==> src/rtl/baudgen_pkg.sv <==
package baudgen_pkg;
  typedef enum logic {
    GEN_DIV = 1'b0,
    GEN_ACC = 1'b1
  } gen_mode_e;
endpackage

==> src/rtl/int_divider.sv <==
module int_divider #(
  parameter int RATE_W = 16
) (
  input  logic              clk,
  input  logic              rst,
  input  logic              en,
  input  logic [RATE_W-1:0] period,
  output logic              tick_evt
);
  logic [RATE_W-1:0] cnt;
  logic [RATE_W-1:0] per_eff;

  // Periods of 0 and 1 both mean one tick per clock.
  assign per_eff  = (period == '0) ? RATE_W'(1) : period;
  assign tick_evt = en && (cnt == per_eff - RATE_W'(1));

  always_ff @(posedge clk) begin
    if (rst || !en)    cnt <= '0;
    else if (tick_evt) cnt <= '0;
    else               cnt <= cnt + RATE_W'(1);
  end

  // the counter is cleared one cycle after the enable drops
  p_div_idle_clear_r5: assert property (@(posedge clk) disable iff (rst)
    !en |=> (cnt == '0));
  // the count stays inside the active period
  p_div_in_range_r2: assert property (@(posedge clk) disable iff (rst)
    en |-> (cnt < per_eff));
endmodule

==> src/rtl/phase_accum.sv <==
module phase_accum #(
  parameter int RATE_W = 16
) (
  input  logic              clk,
  input  logic              rst,
  input  logic              en,
  input  logic [RATE_W-1:0] step,
  output logic              tick_evt
);
  logic [RATE_W-1:0] acc;
  logic [RATE_W:0]   sum;

  assign sum      = {1'b0, acc} + {1'b0, step};
  assign tick_evt = en && sum[RATE_W];

  always_ff @(posedge clk) begin
    if (rst || !en) acc <= '0;
    else            acc <= sum[RATE_W-1:0];
  end

  // phase is zeroed one cycle after the enable drops
  p_acc_idle_clear_r5: assert property (@(posedge clk) disable iff (rst)
    !en |=> (acc == '0));
endmodule

==> src/rtl/bit_prescaler.sv <==
module bit_prescaler #(
  parameter int CNT_W = 4
) (
  input  logic clk,
  input  logic rst,
  input  logic en,
  input  logic tick_evt,
  output logic strobe
);
  localparam logic [CNT_W-1:0] LAST = '1;
  logic [CNT_W-1:0] pcnt;

  always_ff @(posedge clk) begin
    if (rst || !en) begin
      pcnt   <= '0;
      strobe <= 1'b0;
    end else begin
      strobe <= tick_evt && (pcnt == LAST);
      if (tick_evt) pcnt <= pcnt + CNT_W'(1);
    end
  end

  // after a strobe the tick count has wrapped to zero
  p_wrap_after_strobe_r6: assert property (@(posedge clk) disable iff (rst)
    strobe |-> (pcnt == '0));
endmodule

==> src/rtl/baud_tick_gen.sv <==
module baud_tick_gen #(
  parameter int RATE_W   = 16,
  parameter int OVS_LOG2 = 4
) (
  input  logic              clk,
  input  logic              rst,
  input  logic              run_en,
  input  logic              frac_mode,
  input  logic [RATE_W-1:0] rate_word,
  output logic              os_tick,
  output logic              bit_strobe
);
  import baudgen_pkg::*;

  logic [RATE_W-1:0] rate_q;
  gen_mode_e         mode_q;
  logic              div_en, acc_en;
  logic              div_evt, acc_evt, tick_evt;

  assign div_en   = run_en && (mode_q == GEN_DIV);
  assign acc_en   = run_en && (mode_q == GEN_ACC);
  assign tick_evt = div_evt || acc_evt;

  // Settings are taken while idle or at a tick boundary only.
  always_ff @(posedge clk) begin
    if (rst || !run_en || tick_evt) begin
      rate_q <= rate_word;
      mode_q <= gen_mode_e'(frac_mode);
    end
  end

  always_ff @(posedge clk) begin
    if (rst) os_tick <= 1'b0;
    else     os_tick <= tick_evt;
  end

  int_divider #(.RATE_W(RATE_W)) u_div (
    .clk(clk), .rst(rst), .en(div_en), .period(rate_q), .tick_evt(div_evt)
  );

  phase_accum #(.RATE_W(RATE_W)) u_acc (
    .clk(clk), .rst(rst), .en(acc_en), .step(rate_q), .tick_evt(acc_evt)
  );

  bit_prescaler #(.CNT_W(OVS_LOG2)) u_pre (
    .clk(clk), .rst(rst), .en(run_en), .tick_evt(tick_evt), .strobe(bit_strobe)
  );

  // nothing is emitted after an idle cycle
  p_idle_quiet_r5: assert property (@(posedge clk) disable iff (rst)
    !run_en |=> (!os_tick && !bit_strobe));
  // the per-bit strobe only accompanies an oversample tick
  p_strobe_on_tick_r6: assert property (@(posedge clk) disable iff (rst)
    bit_strobe |-> os_tick);
  // the two generators never fire in the same cycle
  p_one_source_r4: assert property (@(posedge clk) disable iff (rst)
    !(div_evt && acc_evt));
endmodule

==> config.mk <==
export PLATFORM = sky130hd
export DESIGN_NAME = baud_tick_gen
export DESIGN_NICKNAME = d
export VERILOG_FILES = /design/src/rtl/baudgen_pkg.sv /design/src/rtl/int_divider.sv /design/src/rtl/phase_accum.sv /design/src/rtl/bit_prescaler.sv /design/src/rtl/baud_tick_gen.sv
export SDC_FILE = /design/constraint.sdc
export NUM_CORES = 1
export LEC_CHECK = 0
export BUFFER_PORTS_ARGS = -buffer_cell sky130_fd_sc_hd__buf_2
export CORE_AREA = 2 2 83 85
export CTS_BUF_LIST = sky130_fd_sc_hd__clkbuf_4 sky130_fd_sc_hd__clkbuf_8
export DETAILED_ROUTE_END_ITERATION = 10
export DIE_AREA = 0 0 85 87
export GPL_TIMING_DRIVEN = 0
export PLACE_DENSITY = 0.7
export SYNTH_ARGS = -nofsm -noshare
export SYNTH_HDL_FRONTEND = slang
export SYNTH_HIERARCHICAL = 1
export SYNTH_SLANG_ARGS = --single-unit
export TNS_END_PERCENT = 20
==> constraint.sdc <==
create_clock -name clk -period 5.95 [get_ports clk]
set_clock_uncertainty 0.15 [all_clocks]
set_input_delay 0.8925 -clock clk [delete_from_list [all_inputs] [get_ports clk]]
set_output_delay 0.8925 -clock clk [all_outputs]
set_load 0.02 [all_outputs]
==> summary by stage <==
Status
The run finished with clean final reports.

Routing
The routed layout has 2706 vias. The via-per-instance ratio is 5.71. The first routing iteration left 147 violations. The count of nets left with antenna violations once routing finished came out at 0. The number of detailed-routing iterations run before antenna repair is 4. Dividing the detail-routed wire length by the instance count gives 15.4 µm. For this run, design rule violations remaining after detail routing come to 0. The final layout contains routed wiring with a total length of 7.30 mm.

Worst setup path
For the worst flop-to-flop path, the logic depth is 13. The combined buffer and inverter count along the critical path is 1. The maximum cell stage delay along the critical path is 0.65 ns. The endpoint class of the critical path is a register. Data on the critical path is required at its endpoint by 5.75 ns. Along the worst path, the maximum fanout reaches 17. The cell with the largest stage delay on the worst path is or4b_1. Data arrives at the worst endpoint at 4.65 ns. In this design, the largest share of critical-path delay is due to simple AND/OR/NAND/NOR gates. The startpoint identified for the worst register-to-register timing path is rate_q[1]. The internal reg-to-reg setup slack is 1.11 ns. The signal on the critical path passes through or4_4 -> buf_6 -> or3_4 -> nor2_1 -> nor2_1 -> ha_1 -> or3b_1 -> nor4_1 -> xnor2_1 -> a211o_1 -> nor4_4 -> and2_1 -> or4b_1. The capturing point of the worst reg2reg path is rate_q[12]. The critical path in this run is classified as reg2reg. By instance count, the cell type seen most on the critical path is nor2_1. The category of the worst setup path launch point is a register.

Floorplan
In this run the standard cell core region covers 6570 µm². In this run the core area contains 30 standard-cell rows. The die covers 7400 µm². The overall die width is 85 µm. The initial standard-cell utilization of the core is 0.529. The vertical die dimension is 87 µm.

The number of top-level pins is 22.

Worst hold path
The worst hold path terminates at u_pre/strobe. The class of the most critical hold timing path is reg2reg. The number of instances on the worst hold path is 2. The hold path startpoint is u_pre/pcnt[3].

STA
After routing, the total negative slack on setup checks comes to 0 ns. The period utilization is 0.814. The clock period minus final worst setup slack is 4.84 ns. The count of endpoints failing setup in the final report is 0.

The upper clock frequency limit is 206 MHz. The max-slew violation total from the final report was 0. The final hold slack is 0.346 ns. The final hold violation count is 0. Setup repair after global routing left no endpoint under its margin. The worst slew slack as a fraction of its limit is 0.480. The pin slew with the least headroom to its limit is 0.781 ns.

Synth
Yosys mapped a number of flops with a built-in enable equal to 17. Counting instances in the post-synthesis netlist gives the leading cell types as dfxtp_1 (38), nand2_1 (30), nor2_1 (24), a21oi_1 (23), xnor2_1 (23). Counting every net in the synthesized netlist gives 405. The main combinational cell family by area after synthesis is simple AND/OR/NAND/NOR gates. The total number of yosys warnings is 6.

The total standard cell area after synthesis is 3470 µm². The flip-flop cell with the highest count after synthesis is dfxtp_1. The area fraction of the dominant cell type after synthesis is 0.219. After synthesis, the cell types taking the most area are dfxtp_1 (22%), edfxtp_1 (15%), ha_1 (6.8%).

The number of different library cells used by synthesis comes to 66. Of the total synthesized cell area, the portion taken by AND, OR, NAND and NOR gates is 0.220. The post-synthesis compound-gate area fraction is 0.181. After synthesis, the mean cell area works out to 9.52 µm².

The sequential element share of the synthesized area is 0.366. The most frequent cell after synthesis is dfxtp_1. Of the total synthesized cell area, the portion taken by full adders, half adders and majority gates is 0.0742. Of the total synthesized cell area, the portion taken by XOR and XNOR cells is 0.103. The count of mapped cells out of synthesis is 365. After synthesis, the share of cell area in mux cells is 0.0115. Counting flops and latches in the post-synthesis netlist gives 55. The most area-hungry cell type in the Yosys netlist is dfxtp_1. The share of async-settable or async-resettable flops after synthesis is 0.

Power
The worst voltage drop across the vdd grid is 0.000129 V. The overall power is 767 µW. Summed over all cells, the static leakage comes to 1.50 nW. Dividing total power by cell area gives a power density of 203 nW/µm².

Final layout
The final design area excluding fillers is 3780 µm². The post-layout instance count excluding filler cells is 474. In the final layout, the share of cells above drive strength 1 is 0.173. The final-stage net count is 433. 0 antenna diodes ended up in the layout. Compared with the post-synthesis result, the final layout area differs by 8.75%.

CTS
Clock tree synthesis found a total of 55 sinks. Clock-pin slew was measured on the worst setup and hold paths at 0.10 ns. Post-CTS repair changed the size of 0 cells. The post-CTS repair timing setup buffer count is 0. The tree is rooted in a clkbuf_8. TritonCTS built the clock tree.

The later pin in the worst-skew pair is clocked with a latency of 0.31 ns. The TritonCTS buffer count is 5. The clock tree synthesis step divided the H-tree into 2 levels.

The total of hold buffers inserted after clock tree synthesis is 0. The number of buffers on the longest clock path is 2.

Placement
Buffers placed on the I/O ports in this run total 21. The final estimated routing congestion in global placement is 0.899. The placed instances occupy a cell area of 3680 µm². Once detailed placement completed, the half-perimeter wirelength came to 5.44 mm. The placed instance count is 466.

Global route
The number of global-route vias before repair is 2582. The remaining global-route overflow is 0. Entering global routing, the biggest net connects 18 pins. The global-route wire length before repair is 12.4 mm. The initial antenna violation count is 0.

Across every metal layer, demand over resource in global routing totals 0.208.

Run
Across the run, the number of max-cap violations was 0.
==> cell usage in the layout (no fill, tap or decap), types with 3 or more instances in the layout <==
| cell | instances |
|---|---|
| dfxtp_1 | 38 |
| nand2_1 | 30 |
| buf_2 | 25 |
| nor2_1 | 24 |
| a21oi_1 | 23 |
| xnor2_1 | 23 |
| ha_1 | 19 |
| xor2_1 | 18 |
| edfxtp_1 | 17 |
| nor3_1 | 14 |
| nand3_1 | 11 |
| a21oi_2 | 11 |
| nand2b_1 | 9 |
| o21ai_0 | 9 |
| nand4_1 | 8 |
| a21o_1 | 7 |
| and3_1 | 7 |
| clkbuf_1 | 7 |
| clkbuf_8 | 6 |
| buf_6 | 6 |
| nor2b_1 | 4 |
| and2_1 | 4 |
| inv_1 | 4 |
| a31oi_1 | 4 |
| mux2i_1 | 4 |
| o21a_1 | 4 |
| nor4_1 | 4 |
| or3_1 | 3 |
| nand3b_1 | 3 |
==> registers in the layout, indices dropped and copies added, names as in the netlist <==
name and count:
mode_q 1, os_tick 1, rate_q 16, u_acc/acc 16, u_div/cnt 16, u_pre/pcnt 4, u_pre/strobe 1
==> kinds of logic after synthesis <==
kind of cell	Yosys count
and+or+nand+nor	139
AOI/OAI and AO/OA	83
DFF	55
xor gates and xnor gates	41
buffers and inverters	23
adders and majority gates	20
muxes	4
==> area by class of cell <==
| type | instances | area, µm² |
|---|---|---|
| fillers | 587 | 2790 |
| multi-input cells | 287 | 2050 |
| flip-flops and latches | 55 | 1270 |
| plain buffers | 19 | 139 |
| repair buffers | 21 | 105 |
| well taps | 80 | 100 |
| clock buffers | 7 | 90.1 |
| inverters | 4 | 15.0 |
| clock inverters | 1 | 8.76 |
==> where the power goes <==
group | internal, mW | switching [mW] | total [mW]
registers | 0.401 | 0.0149 | 0.416
logic | 0.0556 | 0.0688 | 0.124
clock network | 0.100 | 0.127 | 0.227
==> through the flow <==
stage                     utilization  setup slack, ns
after floorplan                     -             1.77
after CTS                       0.575             1.13
final                           0.575             1.11
after global routing            0.575            0.880
after global placement          0.560             1.19
after detailed placement        0.560             1.15
==> metal layers <==
| metal | wire length [µm] | GRT usage |
|---|---|---|
| met1 | 3760 | 0.305 |
| met2 | 3250 | 0.327 |
| met3 | 247 | 0.0322 |
| met4 | 37 | 0.0418 |
| met5 | 0 | 0 |
==> tightest hold or removal path: stages, from the launching register on <==
cell	delay, ns
dfxtp_1	0.35
nand4_1	0.08
nor2_1	0.04
==> how the worst max path moves through the flow <==
| stage | startpoint | end | slack, ns | cells past startpoint |
|---|---|---|---|---|
| 5_1_grt | rate_q[0] | rate_q[12] | 0.88 | 13 |
| 2_1_floorplan | rate_q[2] | mode_q | 1.77 | 14 |
| 3_3_place_gp | rate_q[1] | rate_q[14] | 1.19 | 13 |
| 3_5_place_dp | rate_q[2] | rate_q[15] | 1.15 | 14 |
| 6_report | rate_q[1] | rate_q[12] | 1.11 | 13 |
| 4_1_cts | rate_q[2] | rate_q[13] | 1.13 | 14 |
Note: power is estimated with default switching activity, not from simulation.
